$ cat config.mk
export PLATFORM = sky130hd
export DESIGN_NAME = dma_chain_chan
export DESIGN_NICKNAME = d
export VERILOG_FILES = /design/src/rtl/dma_chain_pkg.sv /design/src/rtl/dma_desc_file.sv /design/src/rtl/dma_size_decode.sv /design/src/rtl/dma_chan_ctrl.sv /design/src/rtl/dma_chain_chan.sv
export SDC_FILE = /design/constraint.sdc
export NUM_CORES = 1
export LEC_CHECK = 0
export CORE_MARGIN = 2
export CORE_UTILIZATION = 60
export CTS_CLUSTER_DIAMETER = 100
export CTS_CLUSTER_SIZE = 10
export DETAILED_ROUTE_END_ITERATION = 8
export PLACE_DENSITY = 0.86
export SLEW_MARGIN = 20
export SYNTH_ARGS = -nofsm -noshare
export SYNTH_HDL_FRONTEND = slang
export SYNTH_SLANG_ARGS = --single-unit
$ cat constraint.sdc
create_clock -name clk -period 7.4 [get_ports clk]
set_input_delay 1.11 -clock clk [delete_from_list [all_inputs] [get_ports clk]]
set_output_delay 1.11 -clock clk [all_outputs]
set_load 0.02 [all_outputs]
$ cat src/rtl/dma_chain_pkg.sv
package dma_chain_pkg;
  localparam int DW        = 32;
  localparam int NUM_WORDS = 4;
  localparam int W_DEV     = 0;
  localparam int W_MEM     = 1;
  localparam int W_SIZE    = 2;
  localparam int W_NEXT    = 3;
  localparam int WC_LSB    = 12;

  localparam logic [1:0] MODE_OFF    = 2'd0;
  localparam logic [1:0] MODE_LIST   = 2'd1;
  localparam logic [1:0] MODE_SINGLE = 2'd2;

  localparam logic [1:0] STS_IDLE = 2'd0;
  localparam logic [1:0] STS_DESC = 2'd1;
  localparam logic [1:0] STS_WAIT = 2'd2;
  localparam logic [1:0] STS_DATA = 2'd3;

  localparam logic [1:0] WC_WORD = 2'd0;
  localparam logic [1:0] WC_BAD  = 2'd1;
  localparam logic [1:0] WC_HALF = 2'd2;
  localparam logic [1:0] WC_BYTE = 2'd3;

  typedef enum logic [2:0] {
    ST_IDLE, ST_FETCH, ST_CHECK, ST_RD, ST_WR, ST_END
  } chan_state_e;
endpackage

$ cat src/rtl/dma_desc_file.sv
module dma_desc_file
  import dma_chain_pkg::*;
(
  input  logic                            clk,
  input  logic                            rst,
  input  logic                            we,
  input  logic [1:0]                      idx,
  input  logic [DW-1:0]                   wdata,
  output logic [NUM_WORDS-1:0][DW-1:0]    words_q
);
  always_ff @(posedge clk) begin
    for (int k = 0; k < NUM_WORDS; k++) begin
      if (rst)
        words_q[k] <= '0;
      else if (we && idx == 2'(k))
        words_q[k] <= wdata;
    end
  end
endmodule

$ cat src/rtl/dma_size_decode.sv
module dma_size_decode
  import dma_chain_pkg::*;
#(
  parameter int CNT_W = 11
) (
  input  logic [DW-1:0]    size_word,
  output logic [2:0]       step,
  output logic [CNT_W-1:0] count,
  output logic             bad
);
  localparam logic [CNT_W-1:0] NARROW_MAX = CNT_W'((1 << (CNT_W - 1)) - 1);

  logic [1:0] wcode;
  logic       narrow;

  always_comb begin
    wcode  = size_word[WC_LSB+1:WC_LSB];
    count  = size_word[CNT_W-1:0];
    narrow = (wcode == WC_BYTE) || (wcode == WC_HALF);
    case (wcode)
      WC_BYTE: step = 3'd1;
      WC_HALF: step = 3'd2;
      WC_WORD: step = 3'd4;
      default: step = 3'd0;
    endcase
    bad = (wcode == WC_BAD) || (count == '0) || (narrow && count > NARROW_MAX);
  end
endmodule

$ cat src/rtl/dma_chan_ctrl.sv
module dma_chan_ctrl
  import dma_chain_pkg::*;
#(
  parameter int CNT_W = 11
) (
  input  logic                         clk,
  input  logic                         rst,
  input  logic                         start,
  input  logic [1:0]                   start_mode,
  input  logic                         start_dir,
  input  logic [NUM_WORDS-1:0][DW-1:0] regs_q,
  input  logic [2:0]                   dec_step,
  input  logic [CNT_W-1:0]             dec_count,
  input  logic                         dec_bad,
  output logic                         rf_we,
  output logic [1:0]                   rf_idx,
  output logic [DW-1:0]                rf_wdata,
  output logic                         bus_req,
  output logic                         bus_we,
  output logic [DW-1:0]                bus_addr,
  output logic [DW-1:0]                bus_wdata,
  input  logic                         bus_gnt,
  input  logic [DW-1:0]                bus_rdata,
  output logic [1:0]                   status,
  output logic [1:0]                   mode_q,
  output logic                         done_pulse,
  output logic                         err_pulse,
  output logic                         idle
);
  chan_state_e      state;
  logic [1:0]       widx;
  logic [DW-1:0]    fbase;
  logic [DW-1:0]    cur_mem;
  logic [CNT_W-1:0] cnt;
  logic [2:0]       step_q;
  logic             dir_q;
  logic [DW-1:0]    hold_q;

  always_ff @(posedge clk) begin
    if (rst) begin
      state      <= ST_IDLE;
      widx       <= '0;
      fbase      <= '0;
      cur_mem    <= '0;
      cnt        <= '0;
      step_q     <= '0;
      dir_q      <= 1'b0;
      hold_q     <= '0;
      mode_q     <= MODE_OFF;
      done_pulse <= 1'b0;
      err_pulse  <= 1'b0;
    end else begin
      done_pulse <= 1'b0;
      err_pulse  <= 1'b0;
      case (state)
        ST_IDLE: begin
          if (start && (start_mode == MODE_LIST || start_mode == MODE_SINGLE)) begin
            mode_q <= start_mode;
            dir_q  <= start_dir;
            if (start_mode == MODE_LIST) begin
              fbase <= {regs_q[W_NEXT][DW-1:2], 2'b00};
              widx  <= '0;
              state <= ST_FETCH;
            end else begin
              state <= ST_CHECK;
            end
          end
        end
        ST_FETCH: begin
          if (bus_gnt) begin
            widx <= widx + 2'd1;
            if (widx == 2'd3) state <= ST_CHECK;
          end
        end
        ST_CHECK: begin
          if (dec_bad) begin
            err_pulse <= 1'b1;
            mode_q    <= MODE_OFF;
            state     <= ST_IDLE;
          end else begin
            cur_mem <= regs_q[W_MEM];
            cnt     <= dec_count;
            step_q  <= dec_step;
            state   <= ST_RD;
          end
        end
        ST_RD: begin
          if (bus_gnt) begin
            hold_q <= bus_rdata;
            state  <= ST_WR;
          end
        end
        ST_WR: begin
          if (bus_gnt) begin
            cur_mem <= cur_mem + DW'(step_q);
            cnt     <= cnt - CNT_W'(1);
            state   <= (cnt == CNT_W'(1)) ? ST_END : ST_RD;
          end
        end
        ST_END: begin
          done_pulse <= regs_q[W_NEXT][0];
          if (regs_q[W_NEXT][1]) begin
            fbase <= {regs_q[W_NEXT][DW-1:2], 2'b00};
            widx  <= '0;
            state <= ST_FETCH;
          end else begin
            mode_q <= MODE_OFF;
            state  <= ST_IDLE;
          end
        end
        default: state <= ST_IDLE;
      endcase
    end
  end

  always_comb begin
    rf_we     = (state == ST_FETCH) && bus_gnt;
    rf_idx    = widx;
    rf_wdata  = bus_rdata;
    bus_req   = (state == ST_FETCH) || (state == ST_RD) || (state == ST_WR);
    bus_we    = (state == ST_WR);
    bus_wdata = hold_q;
    idle      = (state == ST_IDLE);
    case (state)
      ST_FETCH: bus_addr = fbase + {28'd0, widx, 2'b00};
      ST_RD:    bus_addr = dir_q ? cur_mem : regs_q[W_DEV];
      ST_WR:    bus_addr = dir_q ? regs_q[W_DEV] : cur_mem;
      default:  bus_addr = '0;
    endcase
    case (state)
      ST_IDLE:           status = STS_IDLE;
      ST_FETCH:          status = STS_DESC;
      ST_RD, ST_WR:      status = STS_DATA;
      default:           status = STS_WAIT;
    endcase
  end

  // an ungranted request is held unchanged
  a_r11_hold_request: assert property (@(posedge clk) disable iff (rst)
    (bus_req && !bus_gnt) |=> (bus_req && $stable(bus_addr) && $stable(bus_we)));

  // completion is a single-cycle pulse
  a_r7_done_single: assert property (@(posedge clk) disable iff (rst)
    done_pulse |=> !done_pulse);

  // an error pulse coincides with a stopped channel
  a_r8_err_stopped: assert property (@(posedge clk) disable iff (rst)
    err_pulse |-> (status == STS_IDLE && mode_q == MODE_OFF && !done_pulse));

  // descriptor fetch issues aligned reads only
  a_r5_fetch_reads: assert property (@(posedge clk) disable iff (rst)
    (status == STS_DESC) |-> (bus_req && !bus_we && bus_addr[1:0] == 2'b00));

  // a finished last descriptor stops the channel
  a_r6_last_stops: assert property (@(posedge clk) disable iff (rst)
    (state == ST_END && !regs_q[W_NEXT][1]) |=> (mode_q == MODE_OFF && status == STS_IDLE));
endmodule

$ cat src/rtl/dma_chain_chan.sv
module dma_chain_chan
  import dma_chain_pkg::*;
#(
  parameter int CNT_W = 11
) (
  input  logic          clk,
  input  logic          rst,
  input  logic          cfg_we,
  input  logic [1:0]    cfg_sel,
  input  logic [DW-1:0] cfg_wdata,
  input  logic          start,
  input  logic [1:0]    start_mode,
  input  logic          start_dir,
  output logic          bus_req,
  output logic          bus_we,
  output logic [DW-1:0] bus_addr,
  output logic [DW-1:0] bus_wdata,
  input  logic          bus_gnt,
  input  logic [DW-1:0] bus_rdata,
  output logic [1:0]    status,
  output logic [1:0]    mode_q,
  output logic          done_pulse,
  output logic          err_pulse
);
  logic [NUM_WORDS-1:0][DW-1:0] words_q;
  logic                         ctl_we, ctl_idle, file_we;
  logic [1:0]                   ctl_idx, file_idx;
  logic [DW-1:0]                ctl_wdata, file_wdata;
  logic [2:0]                   dec_step;
  logic [CNT_W-1:0]             dec_count;
  logic                         dec_bad;

  // Host writes land only while idle; fetch writes otherwise.
  always_comb begin
    file_we    = ctl_we || (cfg_we && ctl_idle);
    file_idx   = ctl_we ? ctl_idx : cfg_sel;
    file_wdata = ctl_we ? ctl_wdata : cfg_wdata;
  end

  dma_desc_file u_file (
    .clk(clk), .rst(rst), .we(file_we), .idx(file_idx),
    .wdata(file_wdata), .words_q(words_q)
  );

  dma_size_decode #(.CNT_W(CNT_W)) u_dec (
    .size_word(words_q[W_SIZE]), .step(dec_step),
    .count(dec_count), .bad(dec_bad)
  );

  dma_chan_ctrl #(.CNT_W(CNT_W)) u_ctrl (
    .clk(clk), .rst(rst), .start(start), .start_mode(start_mode),
    .start_dir(start_dir), .regs_q(words_q), .dec_step(dec_step),
    .dec_count(dec_count), .dec_bad(dec_bad), .rf_we(ctl_we),
    .rf_idx(ctl_idx), .rf_wdata(ctl_wdata), .bus_req(bus_req),
    .bus_we(bus_we), .bus_addr(bus_addr), .bus_wdata(bus_wdata),
    .bus_gnt(bus_gnt), .bus_rdata(bus_rdata), .status(status),
    .mode_q(mode_q), .done_pulse(done_pulse), .err_pulse(err_pulse),
    .idle(ctl_idle)
  );
endmodule

==> results of run 1 <==
[layer usage]
| layer | vias to the layer above | global-route usage | routed length (µm) |
|---|---|---|---|
| met1 | 5049 | 0.449 | 13600 |
| met3 | 76 | 0.0794 | 3570 |
| met5 | - | 0 | 0 |
| met2 | 576 | 0.519 | 14900 |
| met4 | 0 | 0.117 | 1120 |
| li1 | 5065 | - | - |
[how the worst max path moves through the flow]
stage / to / slack (ns) / depth (start not counted) / startpoint
after global placement: bus_addr[31] / 2.70 / 8 / u_ctrl.state[1]
final: bus_addr[30] / 1.94 / 8 / u_ctrl.state[1]
after global routing: bus_addr[30] / 1.70 / 8 / u_ctrl.state[1]
after detailed placement: bus_addr[30] / 2.57 / 8 / u_ctrl.state[1]
after floorplan: bus_addr[10] / 4.20 / 7 / u_ctrl.rf_idx[0]
after CTS: bus_addr[30] / 2.01 / 8 / u_ctrl.state[1]
[area by class of cell]
cell class	instances	area, µm²	area share
flip-flops and latches	227	4540	0.349
well taps	229	287	0.0220
multi-input cells	990	5820	0.447
inverters	29	114	0.00875
clock inverters	2	21.3	0.00163
repair buffers	162	1580	0.121
clock buffers	26	651	0.0500
[critical path: cells and delay by family, from the launching register on]
family                 cells  cell delay, ns
flip-flops                 1            0.85
AND/OR/NAND/NOR            2            1.01
buffers and inverters      3            1.36
AO/OA/AOI/OAI              3            0.54
[per-stage QoR]
stage | total power [W] | setup slack, ns
finish | 0.00289 | 1.94
global route | 0.00298 | 1.70
CTS | 0.00288 | 2.01
detailed placement | 0.00181 | 2.57
global placement | 0.00179 | 2.70
floorplan | 0.00166 | 4.20
[layout by cell type (no fill, tap or decap), types with 17 or more instances in the layout]
master           count
dfxtp_1            227
nand2_1            201
clkdlybuf4s50_1    144
nor2_1             140
a211oi_1           120
a21oi_1            103
o21ai_0             66
nand3_1             39
mux2i_1             36
a22oi_1             29
inv_1               27
clkbuf_16           26
nor3_1              21
xnor2_1             18
a31oi_1             18
nor4_1              17
buf_4               17
[flip-flops by register name (all words and copies together) (netlist names)]
| signal | cells |
|---|---|
| u_file.words_q | 109 |
| u_ctrl.cur_mem | 32 |
| u_ctrl.err_pulse | 1 |
| u_ctrl.bus_wdata | 32 |
| u_ctrl.dir_q | 1 |
| u_ctrl.fbase | 30 |
| u_ctrl.cnt | 11 |
| u_ctrl.step_q | 3 |
| u_ctrl.mode_q | 2 |
| u_ctrl.rf_idx | 2 |
| u_ctrl.state | 3 |
| u_ctrl.done_pulse | 1 |
[where the power goes]
| part | switching (W) | internal (W) |
|---|---|---|
| logic | 0.000261 | 0.000162 |
| registers | 0.0000732 | 0.00130 |
| clock network | 0.000475 | 0.000618 |
[cells by family (layout without fill, tap and decap cells)]
kind of cell,Yosys count,in the layout,share of synthesized area
XOR/XNOR,26,26,0.0208
flip-flops,227,227,0.416
AO/OA/AOI/OAI,414,414,0.250
adder cells (fa/ha/maj),11,11,0.0140
AND/OR/NAND/NOR,503,503,0.212
buffers and inverters,137,219,0.0544
multiplexers,36,36,0.0330
==> reports/qor.csv, run 1 <==
stage;metric;value;unit
status;outcome;complete, no violations;
yosys;synth_largest_area_cell;dfxtp_1;
yosys;ys_ff_latch;227;
sta;worst_hold_slack;0.444;ns
detailed_routing;drc;0;
detailed_routing;drtIter0Drc;1248;
yosys;synth_common_cells;dfxtp_1 (227), nand2_1 (201), nor2_1 (140);
clock_tree;cts_buffers;26;
hold_path;whs_path_depth;2;
hold_path;hold_end;u_ctrl.fbase[24];
setup_path;path_class;reg2out;
yosys;synth-edff-count;0;
floorplanning;core;0.0179;mm²
floorplanning;num_io_pins;146;
sta;max_freq;0.183;GHz
grt;grt_max_degree;90;
sta;setup_viol;0;
yosys;avgSynthCellArea;8.07;µm²
floorplanning;dieArea;0.0193;mm²
floorplanning;die_height;139;µm
layout;final_area;0.0130;mm²
setup_path;r2r-end;u_ctrl.cur_mem[28];
layout;nets;1521;
sta;finalCriticalPeriod;5.46;ns
sta;rsz0062_at_grt;no;
yosys;synthCells;1354;
layout;drive_gt1_frac;0.0481;
setup_path;cp.arrival;4.35;ns
grt;grt_pass1_wl;52.3;mm
placement;dp_hpwl;22.4;mm
layout;final_cell_count_no_fill;1665;
setup_path;start_kind;flop;
clock_tree;clock-root-buffer;clkbuf_16;
clock_tree;tritoncts;yes;
grt;antenna_found_initial;0;
clock_tree;clkSinkCount;227;
yosys;yosysSeqAreaShare;0.416;
floorplanning;fp-row-count;49;
yosys;synthTopCellsByArea;dfxtp_1 (42%), a211oi_1 (8.2%), nand2_1 (6.9%), nor2_1 (4.8%), a21oi_1 (4.7%);
power_and_ir_drop;p_leak;4.06;nW
yosys;synthFlopType;dfxtp_1;
clock_tree;post_cts_resized;0;
hold_path;worstHoldStart;u_file.words_q[120];
job;maxCapViolations;0;
setup_path;worst-endpoint-required;6.29;ns
yosys;syn_nets;1439;
setup_path;reg2regPathDepth;6;
sta;timing.final.crit_share;0.738;
yosys;yosysMostFrequentCell;dfxtp_1;
floorplanning;die_x;139;µm
clock_tree;htree_levels;1;
yosys;synthArstFlopShare;0;
power_and_ir_drop;ir_drop;0.000211;V
grt;overflow;0;
setup_path;endpoint_kind;output port;
clock_tree;clkSlewWorstSetupHoldPaths;0.06;ns
floorplanning;start_util;0.610;
yosys;yosysTopAreaCellShare;0.416;
yosys;synth_cell_types;78;
sta;finalSetupTns;0;ns
detailed_routing;viasPerCell;6.47;
sta;worst_pin_slew;1.08;ns
power_and_ir_drop;cellPowerDensity;222;mW/mm²
sta;drv_slew;0;
placement;gp_congestion;0.941;
setup_path;path_cells;or3b_2 -> clkinv_4 -> nand2_1 -> o21ai_2 -> buf_4 -> a221oi_1 -> o21ai_0 -> clkdlybuf4s50_1;
detailed_routing;routed-via-count;10766;
layout;antenna_cells;0;
detailed_routing;dr.pass1.iters;6;
layout;nFillCells;1377;
yosys;synth_area;0.0109;mm²
sta;slew_headroom;0.282;
clock_tree;post_cts_buffers;0;
placement;place_inst;1637;
detailed_routing;ant_nets;0;
detailed_routing;routed_wl;33.2;mm
placement;dpl_cell_area;0.0123;mm²
hold_path;hold_class;reg2reg;
sta;fin_skew;0.0180;ns
clock_tree;cts_buffer_depth;3;
detailed_routing;routedWlPerCell;20.0;µm
yosys;yosys_warnings;0;
setup_path;cpMaxStageDelayCell;dfxtp_1;
layout;area_growth;19.1;%
setup_path;crit_fanout;50;
layout;final_core_util;0.727;
clock_tree;hold_buffers;0;
setup_path;r2r_start;u_ctrl.state[1];
setup_path;reg2reg_setup_slack;3.56;ns
setup_path;cp_slowest_stage_delay;0.85;ns
grt;grtUsageTotal;0.331;
clock_tree;clock_insertion_delay_worst_skew;0.53;ns
sta;hold_violations;0;
grt;grt_pass1_vias;9978;
placement;portBuffers;145;
(Power assumes the default switching activity.)
==> run 2, diff against run 1 <==
- CORE_UTILIZATION: 60 -> 50
- PLACE_DENSITY: 0.86 -> 0.76
- clock period: 7.4 -> 4.85 ns (I/O delays scaled with it)
==> run 2 against run 1 <==
  * Sequential share of layout area shrank 0.34 points
  * Die area grew 19%
  * Total power grew 54%
  * Clock skew shrank 0.0050 ns
  * Flip-flop and latch count is the same
  * First-iteration DRC count shrank 0.40%
  * Clock power grew 55%
  * Utilization shrank 12 points
==> reports/qor.csv, run 2 (synthesized netlist as in run 1, its figures left out) <==
stage;metric;value;unit;change
sta;fin_skew;0.0130;ns;-0.00500 ns
detailed_routing;top_layer_used;met4;;
grt;grt_pass1_wl;52.8;mm;+0.99%
sta;finalSetupTns;0;ns;unchanged
grt;grt_pass1_vias;9911;;-0.67%
clock_tree;htree_levels;1;;unchanged
setup_path;reg2regPathDepth;8;;+2
layout;antenna_cells;0;;unchanged
sta;setup_viol;0;;unchanged
floorplanning;start_util;0.505;;-0.105
layout;nets;1525;;+0.26%
layout;largest_register;u_file.words_q;;
clock_tree;cts_buffer_depth;3;;unchanged
clock_tree;clock_insertion_delay_worst_skew;0.52;ns;about the same
placement;dp_hpwl;22.7;mm;+1.2%
floorplanning;core;0.0216;mm²;+21%
detailed_routing;drtIter0Drc;1243;;-0.40%
power_and_ir_drop;p_leak;4.10;nW;+0.84%
clock_tree;hold_buffers;0;;unchanged
job;maxCapViolations;0;;unchanged
detailed_routing;routed_wl;33.3;mm;+0.37%
clock_tree;clkSlewWorstSetupHoldPaths;0.06;ns;about the same
setup_path;path_cells;nor2b_1 -> nand2_1 -> o21ai_2 -> buf_4 -> a22oi_1 -> o21ai_0 -> clkdlybuf4s50_1;;
grt;antenna_found_initial;0;;unchanged
status;outcome;complete, no violations;;
layout;largest_reg_flops;109;;unchanged
clock_tree;clock-root-buffer;clkbuf_16;;
detailed_routing;routedWlPerCell;19.4;µm;-2.8%
setup_path;cpMaxStageDelayCell;dfxtp_1;;
placement;post-place-ws;1.03;ns;-1.54 ns
clock_tree;tritoncts;yes;;
grt;overflow;0;;unchanged
power_and_ir_drop;cellPowerDensity;338;mW/mm²;+52%
sta;slew_headroom;0.284;;+0.00177
detailed_routing;drc;0;;unchanged
layout;layout_commonest_cell;dfxtp_1;;
floorplanning;fp-row-count;54;;+10%
placement;portBuffers;145;;unchanged
setup_path;path_class;reg2out;;
sta;max_freq;0.226;GHz;
clock_tree;post_cts_resized;0;;unchanged
setup_path;cp.arrival;3.70;ns;-0.65 ns
detailed_routing;dr.pass1.iters;6;;unchanged
detailed_routing;viasPerCell;6.17;;-4.6%
setup_path;endpoint_kind;output port;;
setup_path;cp_slowest_stage_delay;0.69;ns;-0.16 ns
layout;area_growth;20.3;%;
detailed_routing;wl_met2;14.9;mm;-0.38%
setup_path;crit_fanout;19;;-62%
setup_path;start_kind;flop;;
detailed_routing;wl_met1;14.5;mm;+6.4%
detailed_routing;routed-via-count;10612;;-1.4%
floorplanning;die_height;152;µm;+9.3%
grt;grtUsageTotal;0.277;;-0.0542
sta;setup_ws;0.425;ns;-1.51 ns
placement;gp_congestion;0.876;;-7.0%
setup_path;cp.depth;7;;-1
floorplanning;die_x;152;µm;+9.3%
grt;grt_max_degree;119;;+32%
floorplanning;num_io_pins;146;;unchanged
detailed_routing;ant_nets;0;;unchanged
floorplanning;dieArea;0.0230;mm²;+19%
layout;drive_gt1_frac;0.0507;;+0.00264
clock_tree;clkSinkCount;227;;unchanged
sta;hold_violations;0;;unchanged
power_and_ir_drop;ir_drop;0.000276;V;+31%
hold_path;hold_class;reg2reg;;
clock_tree;cts_buffers;26;;unchanged
sta;timing.final.crit_share;0.912;;
setup_path;worst-endpoint-required;4.12;ns;-2.17 ns
clock_tree;post_cts_buffers;0;;unchanged
layout;final_cell_mix;dfxtp_1 (227), nand2_1 (201), clkdlybuf4s50_1 (144);;
layout;final_core_util;0.608;;-0.119
sta;finalCriticalPeriod;4.43;ns;
layout;final_cell_count_no_fill;1720;;+3.3%
detailed_routing;wl_met3;3.14;mm;-12%
sta;drv_slew;0;;unchanged
layout;nFillCells;1900;;+38%
sta;rsz0062_at_grt;no;;
setup_path;worst-path-buf-inv;2;;-1
sta;worst_pin_slew;1.07;ns;-0.00266 ns
hold_path;whs_path_depth;2;;unchanged
placement;place_inst;1691;;+3.3%
setup_path;critical_path.top_delay_family;buffers and inverters;;
[run 2: worst paths after layout]
check,startpoint,endpoint,slack [ns]
worst min-delay path,u_file.words_q[104],u_ctrl.fbase[8],0.45
worst max register to register,u_ctrl.state[2],u_ctrl.cnt[3],1.46
worst min register to register,u_file.words_q[104],u_ctrl.fbase[8],0.45
worst max-delay path,u_ctrl.state[0],bus_addr[7],0.42
[run 2: final cells by class]
class                      instances  area (µm²)  share of cell area
multi-input combinational        990        5810               0.442
inverter                          29         114             0.00866
clock inverter                     1        5.00            0.000381
tap                              280         350              0.0267
sequential                       227        4540               0.346
clock buffer                      27         676              0.0514
timing repair buffer             166        1640               0.125
[run 2: worst reg2reg max path, delay by kind of cell (launching register included)]
family	cells	cell delay (ns)
simple gates	2	0.90
compound gates	3	0.89
flops	1	0.77
buf+inv	3	0.73
[run 2: layer usage]
layer  up-vias  track usage
met5         -            0
met4         0       0.0841
met2       491        0.433
met1      4989        0.395
li1       5073            -
met3        59       0.0434
[run 2: metrics by stage]
step / hold slack (ns) / power, W / instance area (µm²)
detailed placement: 0.443 / 0.00277 / 12400
global route: 0.469 / 0.00459 / 13100
floorplan: 0.432 / 0.00253 / 10900
global placement: 0.438 / 0.00275 / 12400
CTS: 0.447 / 0.00443 / 13100
finish: 0.447 / 0.00444 / 13100
[run 2: power by group]
part | total, W | switching [W] | internal [W]
Sequential | 0.00209 | 0.000104 | 0.00198
Combinational | 0.000659 | 0.000405 | 0.000254
Clock | 0.00169 | 0.000721 | 0.000970
